**config.mk**
```make
export PLATFORM = sky130hd
export DESIGN_NAME = osc_ondemand_ctl
export DESIGN_NICKNAME = d
export VERILOG_FILES = /design/src/rtl/osc_ondemand_ctl.sv
export SDC_FILE = /design/constraint.sdc
export NUM_CORES = 1
export LEC_CHECK = 0
export ABC_CLOCK_PERIOD_IN_PS = 3750
export BUFFER_PORTS_ARGS = -buffer_cell sky130_fd_sc_hd__buf_2
export CAP_MARGIN = 20
export CELL_PAD_IN_SITES_DETAIL_PLACEMENT = 1
export CELL_PAD_IN_SITES_GLOBAL_PLACEMENT = 1
export CORE_MARGIN = 1
export CORE_UTILIZATION = 40
export CTS_CLUSTER_SIZE = 25
export DETAILED_ROUTE_END_ITERATION = 12
export PLACE_DENSITY = 0.82
export SETUP_SLACK_MARGIN = 0.3
export SKIP_CTS_REPAIR_TIMING = 1
export SYNTH_ARGS = -nofsm -noshare
export SYNTH_HDL_FRONTEND = slang
export SYNTH_SLANG_ARGS = --single-unit
```
**constraint.sdc**
```tcl
create_clock -name clk -period 3.75 [get_ports clk]
set_input_delay 0.375 -clock clk [delete_from_list [all_inputs] [get_ports clk]]
set_output_delay 0.375 -clock clk [all_outputs]
set_load 0.05 [all_outputs]
```
**src/rtl/osc_ondemand_ctl.sv**
```systemverilog
module osc_ondemand_ctl #(
  parameter int NREQ   = 8,
  parameter int CODE_W = 4,
  parameter int SYNC_N = 2
) (
  input  logic              clk,
  input  logic              rst_n,
  input  logic              slow_clk,
  input  logic              enable,
  input  logic              ondemand,
  input  logic              standby,
  input  logic [CODE_W-1:0] startup_code,
  input  logic [NREQ-1:0]   periph_req,
  output logic              osc_run,
  output logic              clk_ready,
  output logic              start_done
);
  localparam int CNT_W = 1 << CODE_W;

  typedef enum logic [1:0] {S_OFF, S_START, S_READY} st_t;

  st_t               st;
  logic [SYNC_N:0]   sync_q;
  logic [CODE_W-1:0] code_q;
  logic [CNT_W-1:0]  cnt_q;
  logic              done_q;
  logic              gate, run_c, tick, last;
  logic [CNT_W:0]    target;

  always_comb begin
    case ({standby, ondemand})
      2'b00:   gate = 1'b1;
      2'b10:   gate = 1'b1;
      2'b01:   gate = |periph_req;
      default: gate = |periph_req;
    endcase
  end

  assign run_c  = enable & gate;
  assign tick   = sync_q[SYNC_N-1] & ~sync_q[SYNC_N];
  assign target = (CNT_W+1)'(1) << code_q;
  assign last   = (({1'b0, cnt_q}) + (CNT_W+1)'(1)) == target;

  always_ff @(posedge clk or negedge rst_n) begin
    if (!rst_n) sync_q <= '0;
    else        sync_q <= {sync_q[SYNC_N-1:0], slow_clk};
  end

  always_ff @(posedge clk or negedge rst_n) begin
    if (!rst_n) begin
      st     <= S_OFF;
      cnt_q  <= '0;
      code_q <= '0;
      done_q <= 1'b0;
    end else begin
      done_q <= 1'b0;
      if (!run_c) begin
        st    <= S_OFF;
        cnt_q <= '0;
      end else begin
        case (st)
          S_OFF: begin
            st     <= S_START;
            cnt_q  <= '0;
            code_q <= startup_code;
          end
          S_START: begin
            if (tick) begin
              if (last) begin
                st     <= S_READY;
                done_q <= 1'b1;
              end else begin
                cnt_q <= cnt_q + CNT_W'(1);
              end
            end
          end
          S_READY: st <= S_READY;
          default: st <= S_OFF;
        endcase
      end
    end
  end

  assign osc_run    = (st != S_OFF);
  assign clk_ready  = (st == S_READY);
  assign start_done = done_q;
endmodule

```
# [Word level (Yosys, flattened, before mapping)]
# Cells that the tools add are included.
[classes] n_shift=1 reduce_logical=8 n_addsub=2 n_mux=13 n_bitwise=3 n_eq_ne=8
[ops] cell="16-bit 2-to-1 mux" n=3
[ops] cell="16-bit case mux with 2 select lines" n=1
[ops] cell="16-bit by 1-bit adder with 17-bit output (second input constant)" n=1
[ops] cell="17-bit equality test" n=1
[ops] cell="1-bit by 4-bit << shifter with 17-bit output (first input constant)" n=1
[ops] cell="16-bit by 1-bit adder with 16-bit output (second input constant)" n=1
[ops] cell="3-bit != test (second input constant)" n=3
[ops] cell="8-bit OR reduction" n=1
[ops] cell="2-bit 2-to-1 mux" n=3
[ops] cell="2-bit case mux with 3 select lines" n=1
[ops] cell="1-bit 2-to-1 mux" n=5
[ops] cell="2-bit equality test (second input constant)" n=2
[ops] cell="2-bit zero test" n=2
[ops] cell="2-bit AND reduction" n=2
[ops] cell="3-bit by 1-bit != test with 1-bit output (second input constant)" n=1
[ops] cell="3-bit AND reduction" n=1
[ops] cell="1-bit AND" n=2
[ops] cell="2-bit by 1-bit equality test with 1-bit output (second input constant)" n=1
[ops] cell="2-bit nonzero test" n=1
[ops] cell="2-bit OR reduction" n=1
[ops] cell="1-bit inverter" n=1
[word_totals] ff_bits=26 input_bits=18 output_inout_bits=3 elab_cells=40

# [Longest topological paths before layout]
# Gate-level depths: netlist of the first run.
[logic_depth] word_depth=6 ltp_mapped=11 ltp_nobuf=9

# [Least setup slack after synthesis of the first run]
# OpenSTA, ideal clock, no wires.
[synth_path] path_type="register -> register" start="reg cnt_q[0]" end="reg cnt_q[14]" t_arrival_ns=2.500 stages_incl_launch_ff=11 setup_ns=0.124 path_slack_ns=1.126 n_path_buf=1 required_ns=3.626 synth_period_minus_slack_ns=2.624 cell_sequence="dfrtp_1 > ha_1 > nand3_1 > or3_1 > a211o_1 > a22oi_1 > nand4_1 > o21ai_2 > buf_2 > nor3_1 > a211o_1"
[synth_via] elab_chain_cells=5 elab_cells_between_ends=9 classes_between="add/sub: 2; eq/ne: 2; mux: 4; reduce/logical: 1"
[synth_lines] element="from (decl)" line="25" source="logic [CNT_W-1:0] cnt_q;"
[synth_lines] element="from (signal assigned)" line="73" source="cnt_q <= cnt_q + CNT_W'(1);"
[synth_lines] element="branches (longest 5 deep; another with 16-bit by 1-bit adder with 17-bit output)"
# Parallel ways; which one is timed is not known. The select of a mux whose other input is x is not followed.
# A chain may end at the register's enable or synchronous reset.

# [Worst setup path after layout of the first run]
# Same ends and word-level chain as after synthesis.

==> summary.md, run 1 <==
| Metric | Value |
|---|---|
| Outcome | `completed` |
| Kind of critical path | `reg -> reg` |
| Pre-antenna DRT Iters | `4` |
| Ant diodes | `0` |
| R2R Setup Slk | `0.58 ns` |
| Min-Delay Path Class | `in -> async` |
| CP startpoint | `cnt_q[0]` |
| Vias | `1880` |
| Post-synthesis instance total | `approximately 250` |
| Row Count | `26` |
| GP Congestion | `0.816` |
| CTS clock-pin slew for the worst setup and hold paths | `0.09 ns` |
| Drt total wl | `5220 um` |
| Final global-route overflow total | `0` |
| FF+latch count, synth | `26` |
| Hold_ws | `0.0953 ns` |
| Post-DP HPWL | `3800 um` |
| Vias in the first global route | `1803` |
| Asr flop ratio synth | `100%` |
| Crit end category | `flop` |
| Routed WL per cell | `16.3 um` |
| FF-to-FF End | `cnt_q[14]` |
| Htree depth | `1` |
| Layout cells sized above 1 | `15.2%` |
| Final slew viol count | `0` |
| IO Pins | `21` |
| VDD IR max | `0.000412 V` |
| Sequential cell area | `651 sq um` |
| Final hold viol count | `0` |
| Port Buf Inserts | `19` |
| Max cap viols | `0` |
| Slew headroom | `48.5%` |
| Final setup violation count | `0` |
| Post-route DRC | `0` |
| Crit share post-route | `about 85%` |
| Final min period | `3.17 ns` |
| Synthesized Nets | `268` |
| Primary FF master, synth | `dfrtp_1` |
| R2R depth | `10` |
| RSZ-0062 raised after global routing | `false` |
| # fillers | `approximately 630` |
| Mapped Avg Cell Area | `8.62 sq um` |
| Routed Antenna Nets | `0` |
| CP most frequent cell | `a211o_1` |
| GRT Util Overall | `about a fifth` |
| Setup ws final | `0.576 ns` |
| CTS sink count | `26` |
| Placement Cell Area | `2210 sq um` |
| Design area | `2250 sq um` |
| Worst slew pin tran | `0.762 ns` |
| First-pass GRT wire length | `8780 um` |
| Crit-path max cell delay | `0.48 ns` |
| Critical Path AT | `3.34 ns` |
| Root buf cell | `clkbuf_8` |
| Clk_lat worst skew | `0.27 ns` |
| Highest clock rate | `about 320 MHz` |
| Power per cell area | `492 nW/um^2` |
| Initial Util | `41.3%` |
| Drt initial violations | `between 50 and 60` |
| Cell taking the most area after synthesis | `dfrtp_1` |
| LEAKAGE | `roughly 0.9 nW` |
| Area of the multi-input gates | `1330 sq um` |
| Core footprint | `5110 sq um` |
| Synth top area cells | `dfrtp_1 (31%), nand2_1 (5.2%), nor3_1 (4.3%)` |
| Worst r2r src | `cnt_q[0]` |
| Vias/cell | `around 5.9` |
| CTS Buffer Depth | `2` |
| Post-synthesis cell type count | `60` |
| CP endpoint | `cnt_q[14]` |
| Number of buffers created by CTS | `3` |
| Pre-CTS setup slack | `around 0.6 ns` |
| Die Y | `between 70 and 80 um` |
| Yosys top cell area share | `30.8%` |
| Final core occ | `44.0%` |
| Largest net degree at the start of global routing | `27` |
| Worst path cell trace | `ha_1 > nand3_1 > or3_1 > a211o_1 > a22oi_1 > nand4_1 > o21ai_2 > buf_4 > nor2_1 > a211o_1` |
| Worst Setup Start Kind | `flop` |
| Post-synth EDFFs | `0` |
| Die ar. | `5570 sq um` |
| Slowest CP cell | `or3_1` |
| Antenna violations before repair | `0` |
| Area Overhead vs Synth | `6.46%` |
| Die X-Extent | `74.6 um` |
| Synth Warn # | `0` |
| Post-Syn Area | `2110 sq um` |
| Final net count | `~280` |
| Sequential-to-total area share from yosys stat | `30.8%` |
| Worst path required time | `3.91 ns` |
| Max FO, Critical Path | `22` |
| Final setup TNS | `0 ns` |
| TritonCTS clock tree | `done` |
| Setup Skew | `0.00380 ns` |
logic make-up (layout without fill, tap and decap cells):
logic type,count (synthesis),in the layout,share of synthesized area [%]
simple gates,123,123,32.7
compound gates,43,43,17.2
flops,26,26,30.8
buf+inv,26,31,6.28
xor+xnor,12,12,4.98
mux,10,10,5.04
fa+ha+maj,5,5,2.96
layer usage:
layer / track usage (%) / routed length, um / vias to the layer above
met5: 0 / 0 / -
met4: 5.45 / 62 / 0
met3: 2.28 / 123 / 8
met2: 34.3 / 2660 / 27
met1: 28.7 / 2370 / 918
li1: - / - / 927
layout by cell type (no fill, tap or decap), drive strengths merged, types with 3 or more instances in the layout:
cell type	Yosys	routed
and4	3	3
clkbuf	9	3
inv	6	6
or3	3	3
nand2	29	29
nand4	7	7
mux2	5	5
a211o	10	10
nand2b	5	5
nor4bb	3	3
nor2b	3	3
xor2	4	4
ha	5	5
nor3b	3	3
o21ai	3	3
nor4	5	5
xnor2	8	8
a21oi	3	3
dfrtp	26	26
or4	3	3
nor4b	6	6
nand3	8	8
buf	11	22
nor2	18	18
nor3	18	18
mux2i	5	5
nand3b	3	3
a21o	3	3
state kept, by name, indices dropped and copies added, names as in the netlist:
signal	count
cnt_q	16
code_q	4
start_done	1
st	2
sync_q	3
metrics by stage:
stage / power (mW) / std cells
after floorplan: 0.831 / 245
final: 1.11 / 320
after CTS: 1.12 / 320
after global routing: 1.19 / 320
after detailed placement: 0.949 / 317
after global placement: 0.931 / 317
worst min path at each step:
stage                         start   endpoint  slack [ns]  cells after the start
after CTS                     rst_n   cnt_q[3]        0.12                      1
after detailed placement  sync_q[0]  sync_q[1]        0.35                      0
after global placement    sync_q[0]  sync_q[1]        0.34                      0
final                         rst_n   cnt_q[3]         0.1                      1
after global routing          rst_n   cnt_q[2]        0.15                      1
after floorplan               rst_n   cnt_q[0]        0.08                      0
synthesized netlist by cell type, types with 3 or more instances:
cell	count
xnor2_1	8
nor3b_1	3
nand3_1	7
nor2b_1	3
a21o_1	3
nor2_1	17
nor3_1	18
nand3b_1	3
or3_1	3
ha_1	5
buf_2	5
nor4bb_1	3
dfrtp_1	26
nor4b_1	6
nor4_1	5
buf_4	5
xor2_1	4
a211o_1	10
nand2b_1	5
inv_1	6
clkbuf_1	7
nand2_1	29
and4_1	3
mux2i_1	5
nand4_1	6
mux2_2	5
a21oi_1	3
power breakdown:
| part | internal (mW) | switching, mW | leakage (nW) |
|---|---|---|---|
| combinational | 0.213 | 0.322 | 0.551 |
| sequential | 0.315 | 0.0948 | 0.345 |
| clock | 0.0722 | 0.0903 | 0.0216 |
| total | 0.600 | 0.507 | 0.918 |
cell type report:
class | count | area share, %
repair buffers | 22 | 5.23
flip-flops and latches | 26 | 29.0
clock buffers | 3 | 1.84
multi-input cells | 193 | 59.1
well taps | 70 | 3.90
inverters | 6 | 1.00
worst max-delay path: cells and delay by family (launching register included):
kind / cells / cell delay (ns)
DFF: 1 / 0.46
adders and majority gates: 1 / 0.29
and+or+nand+nor: 4 / 1.05
buffers and inverters: 1 / 0.29
AOI/OAI and AO/OA: 4 / 0.95
Power figures use the tool's default switching activity.
==> run 2: changes to the inputs <==
ABC_AREA = 1   (was not set)
ABC_CLOCK_PERIOD_IN_PS = 2900   (was 3750)
CORE_UTILIZATION = 38   (was 40)
PLACE_DENSITY = 0.87   (was 0.82)
clock period = 2.9 ns   (was 3.75 ns; I/O delays follow)
==> summary.md, run 2 <==
| Metric | Value |
|---|---|
| Placed insts | `400 (+26%)` |
| Kind of critical path | `reg -> reg` |
| Setup Skew | `0.00206 ns (-0.00174 ns)` |
| Crit share post-route | `85.1% (+0.49 points)` |
| Top-count cell post-synth | `nand2_1` |
| Highest clock rate | `405 MHz (+29%)` |
| Slew headroom | `21.6% (-27 points)` |
| Worst path required time | `3.13 ns (-0.78 ns)` |
| Row Count | `26 (unchanged)` |
| Top reg by flops | `cnt_q` |
| Slowest CP cell | `dfrtp_1` |
| Worst slew pin tran | `1.16 ns (+0.401 ns)` |
| GP Congestion | `0.807 (-1.2%)` |
| Final hold viol count | `0 (unchanged)` |
| Primary FF master, synth | `dfrtp_1` |
| Pre-antenna DRT Iters | `4 (unchanged)` |
| Routed Antenna Nets | `0 (unchanged)` |
| CTS sink count | `26 (unchanged)` |
| Vias/cell | `5.34 (-9.1%)` |
| Max FO, Critical Path | `18 (-18%)` |
| Worst r2r src | `cnt_q[1]` |
| Largest net degree at the start of global routing | `27 (unchanged)` |
| CP most frequent cell | `nand2_1` |
| Asr flop ratio synth | `100% (unchanged)` |
| Most frequent cells in the layout | `nand2_1 (117), nand3_1 (44), inv_1 (31)` |
| RSZ-0062 raised after global routing | `false` |
| Final setup TNS | `0 ns (unchanged)` |
| Worst Setup Start Kind | `flop` |
| FF-to-FF End | `cnt_q[15]` |
| Final setup violation count | `0 (unchanged)` |
| TritonCTS clock tree | `done` |
| Max FFs per register | `16 (unchanged)` |
| Crit-path max cell delay | `0.44 ns (-0.04 ns)` |
| Most common cell after layout, fill and taps aside | `nand2_1` |
| Outcome | `completed` |
| Synth Warn # | `0 (unchanged)` |
| Max cap viols | `0 (unchanged)` |
| Post-Syn Area | `2050 sq um (-2.7%)` |
| Post-synthesis cell type count | `27 (-55%)` |
| Port Buf Inserts | `19 (unchanged)` |
| Top Registers | `cnt_q: 16 flops, code_q: 4 flops, sync_q: 3 flops` |
| Drt initial violations | `92 (+67%)` |
| Min-Delay Path Class | `in -> async` |
| Final slew viol count | `0 (unchanged)` |
| FF+latch count, synth | `26 (unchanged)` |
| Cell taking the most area after synthesis | `dfrtp_1` |
| Die X-Extent | `75.5 um (+1.2%)` |
| Drt total wl | `6160 um (+18%)` |
| Crit end category | `flop` |
| Area Overhead vs Synth | `15.1%` |
| R2R depth | `18 (+8)` |
| # fillers | `707 (+13%)` |
| Root buf cell | `clkbuf_8` |
| Initial Util | `39.9% (-1.4 points)` |
| Final core occ | `46.0% (+2.0 points)` |
| Most frequent cells after synthesis | `nand2_1 (117), nand3_1 (44), inv_1 (32)` |
| Synth top area cells | `dfrtp_1 (32%), nand2_1 (21%), nand3_1 (11%)` |
| CTS clock-pin slew for the worst setup and hold paths | `0.10 ns (about the same)` |
| Htree depth | `1 (unchanged)` |
| Post-route DRC | `0 (unchanged)` |
| Synthesized Nets | `343 (+28%)` |
| Vias | `2206 (+17%)` |
| Die Y | `75.5 um (+1.2%)` |
| CTS Buffer Depth | `2 (unchanged)` |
| Finished Layout Cells | `413 (+29%)` |
| GRT Util Overall | `22.6% (+1.9 points)` |
| Routed WL per cell | `14.9 um (-8.5%)` |
| Final net count | `367 (+33%)` |
| Die ar. | `5700 sq um (+2.3%)` |
| Clk_lat worst skew | `0.28 ns (about the same)` |
| Pre-CTS setup slack | `0.385 ns (-0.218 ns)` |
| Number of buffers created by CTS | `3 (unchanged)` |
| Yosys top cell area share | `31.7% (+0.86 points)` |
| Post-synth EDFFs | `0 (unchanged)` |
| Vias in the first global route | `2104 (+17%)` |
| Post-synthesis instance total | `320 (+31%)` |
| Setup ws final | `0.431 ns (-0.145 ns)` |
| Critical Path AT | `2.70 ns (-0.64 ns)` |
| R2R Setup Slk | `0.43 ns (-0.14 ns)` |
| Post-DP HPWL | `4220 um (+11%)` |
| Power per cell area | `675 nW/um^2 (+37%)` |
| Worst path cell trace | `ha_4 > nand2_1 > nor2_4 > buf_4 > nand2_1 > nand2_1 > nand2_1 > nand2_1 > nand2_1 > nor2_1 > nand2_1 > nor2_2 > nand2_2 > nand2_2 > nand2_8 > nand2_4 > nand2_1 > nand2_1` |
| LEAKAGE | `1.20 nW (+30%)` |
| VDD IR max | `0.000444 V (+7.7%)` |
| IO Pins | `21 (unchanged)` |
| Mapped Avg Cell Area | `6.42 sq um (-26%)` |
| Layout cells sized above 1 | `16.9% (+1.7 points)` |
| Ant diodes | `0 (unchanged)` |
| Core footprint | `5140 sq um (+0.64%)` |
| Antenna violations before repair | `0 (unchanged)` |
| Final min period | `2.47 ns (-0.705 ns)` |
| First-pass GRT wire length | `9600 um (+9.3%)` |
| Sequential-to-total area share from yosys stat | `31.7% (+0.86 points)` |
| Final global-route overflow total | `0 (unchanged)` |
## run 2: where the power goes
| group | total [mW] | switching (mW) | internal [mW] |
|---|---|---|---|
| Combinational | 0.776 | 0.535 | 0.241 |
| Sequential | 0.501 | 0.0934 | 0.408 |
| Clock | 0.318 | 0.133 | 0.185 |
## run 2: how the worst max path moves through the flow
stage             start   endpoint  depth (start not counted)
6_report       cnt_q[1]  cnt_q[15]                         18
5_1_grt        cnt_q[1]  cnt_q[10]                         16
4_1_cts        cnt_q[0]   cnt_q[7]                         17
3_5_place_dp   cnt_q[0]  cnt_q[11]                         17
3_3_place_gp   cnt_q[0]   cnt_q[2]                         17
2_1_floorplan  cnt_q[0]   cnt_q[0]                         17
## run 2: metal layers
metal | vias up | part of all wire (%) | global-route usage [%] | wire length, um
li1 | 1076 | - | - | -
met1 | 1080 | 45 | 28.7 | 2750
met3 | 13 | 2.7 | 3.04 | 168
met4 | 0 | 2.1 | 7.61 | 129
met2 | 37 | 51 | 39.4 | 3110
met5 | - | 0 | 0 | 0
## run 2: cell type report
type	instances	area, sq um	area share, %
Multi-Input combinational cell	251	1260	53.4
Sequential cell	26	652	27.6
Timing Repair Buffer	27	155	6.56
Inverter	35	136	5.77
Tap cell	70	87.6	3.71
Clock buffer	3	41.3	1.75
Clock inverter	1	30.0	1.27
## run 2: cell families (layout without fill, tap and decap cells)
family | Yosys count | count (layout) | synth area share (%)
fa+ha+maj | 5 | 5 | 3.05
compound gates | 14 | 14 | 3.72
simple gates | 229 | 230 | 51.6
xor+xnor | 2 | 2 | 0.853
flops | 26 | 26 | 31.7
buf+inv | 44 | 66 | 9.14
## run 2: critical path: cells and delay by family (launching register included)
family / cells / cell delay (ns)
and+or+nand+nor: 16 / 1.64
DFF: 1 / 0.44
adders and majority gates: 1 / 0.18
buffers and inverters: 1 / 0.15
## run 2: through the flow
| step | area [sq um] | total power, mW | hold slack (ns) |
|---|---|---|---|
| after detailed placement | 2180 | 1.16 | 0.336 |
| final | 2360 | 1.59 | 0.0132 |
| after global placement | 2180 | 1.12 | 0.333 |
| after CTS | 2250 | 1.48 | 0.0333 |
| after floorplan | 2050 | 1.01 | -0.00559 |
| after global routing | 2360 | 1.70 | 0.0616 |
==> run 3: changes to the inputs <==
CORE_MARGIN = 2   (was 1)
CORE_UTILIZATION = 39   (was 38)
CTS_BUF_LIST = sky130_fd_sc_hd__clkbuf_4   (was not set)
PLACE_DENSITY = 0.88   (was 0.87)
==> summary.md, run 3 (synthesis results as in run 2) <==
| Metric | Value |
|---|---|
| Worst Setup Start Kind | `flop` |
| Outcome | `completed` |
| Pre-antenna DRT Iters | `4 (unchanged)` |
| Setup ws final | `0.431 ns (-0.000248 ns)` |
| RSZ-0062 raised after global routing | `false` |
| Crit path buf inv count | `2 (+1)` |
| R2R depth | `17 (-1)` |
| Worst path required time | `3.21 ns (+0.08 ns)` |
| Pre-CTS setup slack | `0.377 ns (-0.00760 ns)` |
| Area of the multi-input gates | `1280 sq um (+1.8%)` |
| CTS sink count | `26 (unchanged)` |
| Highest clock rate | `405 MHz (about the same)` |
| Final slew viol count | `0 (unchanged)` |
| Sequential cell area | `652 sq um (unchanged)` |
| Critical Path AT | `2.78 ns (+0.08 ns)` |
| Worst slew pin tran | `1.36 ns (+0.199 ns)` |
| Max FO, Critical Path | `9 (-9)` |
| Core footprint | `5110 sq um (-0.63%)` |
| Post-DP HPWL | `4430 um (+4.9%)` |
| Most common cell after layout, fill and taps aside | `nand2_1` |
| Largest net degree at the start of global routing | `27 (unchanged)` |
| R2R Setup Slk | `0.43 ns (about the same)` |
| Crit share post-route | `85.1% (about the same)` |
| IO Pins | `21 (unchanged)` |
| Drt initial violations | `85 (-7.6%)` |
| Worst path cell trace | `ha_4 > nand2_1 > nor2_4 > buf_4 > buf_4 > nand3b_1 > nand3b_1 > nand2_1 > nor2_1 > nand2_1 > nor2_2 > nand2_2 > nand2_4 > nand2_8 > nand2_8 > nand2_1 > nand2_1` |
| Routed Antenna Nets | `0 (unchanged)` |
| Crit end category | `flop` |
| Top reg by flops | `cnt_q` |
| Die Y | `76.6 um (+1.4%)` |
| # fillers | `700 (-0.99%)` |
| CP delay by family, top | `simple AND/OR/NAND/NOR gates` |
| Final global-route overflow total | `0 (unchanged)` |
| GP Congestion | `0.816 (+1.2%)` |
| Placement Cell Area | `2180 sq um (unchanged)` |
| Max FFs per register | `16 (unchanged)` |
| Clk_lat worst skew | `0.35 ns (+0.07 ns)` |
| Setup Skew | `0.0104 ns (+0.00836 ns)` |
| Vias | `2213 (+0.32%)` |
| Die X-Extent | `76.6 um (+1.4%)` |
| Slowest CP cell | `dfrtp_1` |
| Vias in the first global route | `2145 (+1.9%)` |
| Ant diodes | `0 (unchanged)` |
| Area Overhead vs Synth | `15.1% (about the same)` |
| Grt met1 use | `26.8% (-1.9 points)` |
| GRT met2 Usage | `37.9% (-1.5 points)` |
| Vias/cell | `5.36 (+0.32%)` |
| CTS clock-pin slew for the worst setup and hold paths | `0.17 ns (+0.07 ns)` |
| Final hold viol count | `0 (unchanged)` |
| Initial Util | `40.2% (+0.25 points)` |
| CTS Buffer Depth | `2 (unchanged)` |
| Layout cells sized above 1 | `16.3% (-0.58 points)` |
| Crit-path max cell delay | `0.46 ns (+0.02 ns)` |
| Design area | `2360 sq um (about the same)` |
| Htree depth | `1 (unchanged)` |
| Number of buffers created by CTS | `3 (unchanged)` |
| TritonCTS clock tree | `done` |
| Most frequent cells in the layout | `nand2_1 (117), nand3_1 (44), inv_1 (31)` |
| First-pass GRT wire length | `9890 um (+2.9%)` |
| Post-route DRC | `0 (unchanged)` |
| Final net count | `367 (unchanged)` |
| Final min period | `2.47 ns (+0.000248 ns)` |
| GRT Util Overall | `20.9% (-1.6 points)` |
| Top Usage Layer GRT | `met2` |
| CP most frequent cell | `nand2_1` |
| Row Count | `26 (unchanged)` |
| Drt total wl | `6320 um (+2.6%)` |
| Die ar. | `5860 sq um (+2.8%)` |
| Kind of critical path | `reg -> reg` |
| Levels on crit path | `17 (-1)` |
| Antenna violations before repair | `0 (unchanged)` |
| Min-Delay Path Class | `in -> reg` |
| Max cap viols | `0 (unchanged)` |
| Root buf cell | `clkbuf_4` |
| Final setup violation count | `0 (unchanged)` |
| Hold depth | `1` |
| Routed WL per cell | `15.3 um (+2.6%)` |
| Final setup TNS | `0 ns (unchanged)` |
| Slew headroom | `8.21% (-13 points)` |
| VDD IR max | `0.000387 V (-13%)` |
| Top Registers | `cnt_q: 16 flops, code_q: 4 flops, sync_q: 3 flops` |
| Power per cell area | `662 nW/um^2 (-1.9%)` |
| Port Buf Inserts | `19 (unchanged)` |
| Met3 Use GR | `1.78% (-1.3 points)` |
| LEAKAGE | `1.19 nW (-0.31%)` |
run 3: cell types whose count changed in the layout (fill, tap and decap cells not counted), sizes merged:
cell | previous run | this run
buf | 27 | 25
dlygate4sd3 | 0 | 1
nand2 | 125 | 126
run 3: report_power, final:
part,internal (mW),switching [mW],total (mW)
clock,0.140,0.133,0.273
combinational,0.229,0.561,0.790
sequential,0.409,0.0928,0.502
run 3: path summary, 6_finish.rpt:
path,from,end
max,cnt_q[1],cnt_q[7]
min,slow_clk,sync_q[0]
max reg2reg,cnt_q[1],cnt_q[7]
min reg2reg,sync_q[0],sync_q[1]
max in group asynchronous,rst_n,code_q[3]
min in group asynchronous,rst_n,cnt_q[10]
run 3: area by class of cell:
| class | instances | area share (%) |
|---|---|---|
| Clock buffer | 3 | 0.953 |
| Clock inverter | 1 | 1.27 |
| Timing Repair Buffer | 26 | 6.36 |
| Inverter | 35 | 5.77 |
| Sequential cell | 26 | 27.6 |
| Multi-Input combinational cell | 252 | 54.3 |
| Tap cell | 70 | 3.71 |
run 3: per-layer routing:
layer | vias up | wire (um)
met5 | - | 0
met4 | 0 | 54
met3 | 5 | 179
met2 | 31 | 3250
met1 | 1098 | 2840
li1 | 1079 | -
run 3: stage by stage:
step	util [%]	std cells	total power, mW	hold WS [ns]
finish	46.3	413	1.56	0.0357
detailed placement	42.7	400	1.16	0.341
floorplan	-	320	1.01	-0.00559
global placement	42.7	400	1.13	0.333
CTS	43.7	404	1.43	-0.0602
global route	46.3	413	1.67	0.0190
run 3: worst register-to-register path, stage by stage (launching register included):
cell and delay (ns):
dfrtp_1 0.46, ha_4 0.18, nand2_1 0.08, nor2_4 0.20
buf_4 0.15, buf_4 0.10, nand3b_1 0.10, nand3b_1 0.10
nand2_1 0.08, nor2_1 0.11, nand2_1 0.07, nor2_2 0.12
nand2_2 0.09, nand2_4 0.12, nand2_8 0.13, nand2_8 0.17
nand2_1 0.09, nand2_1 0.08
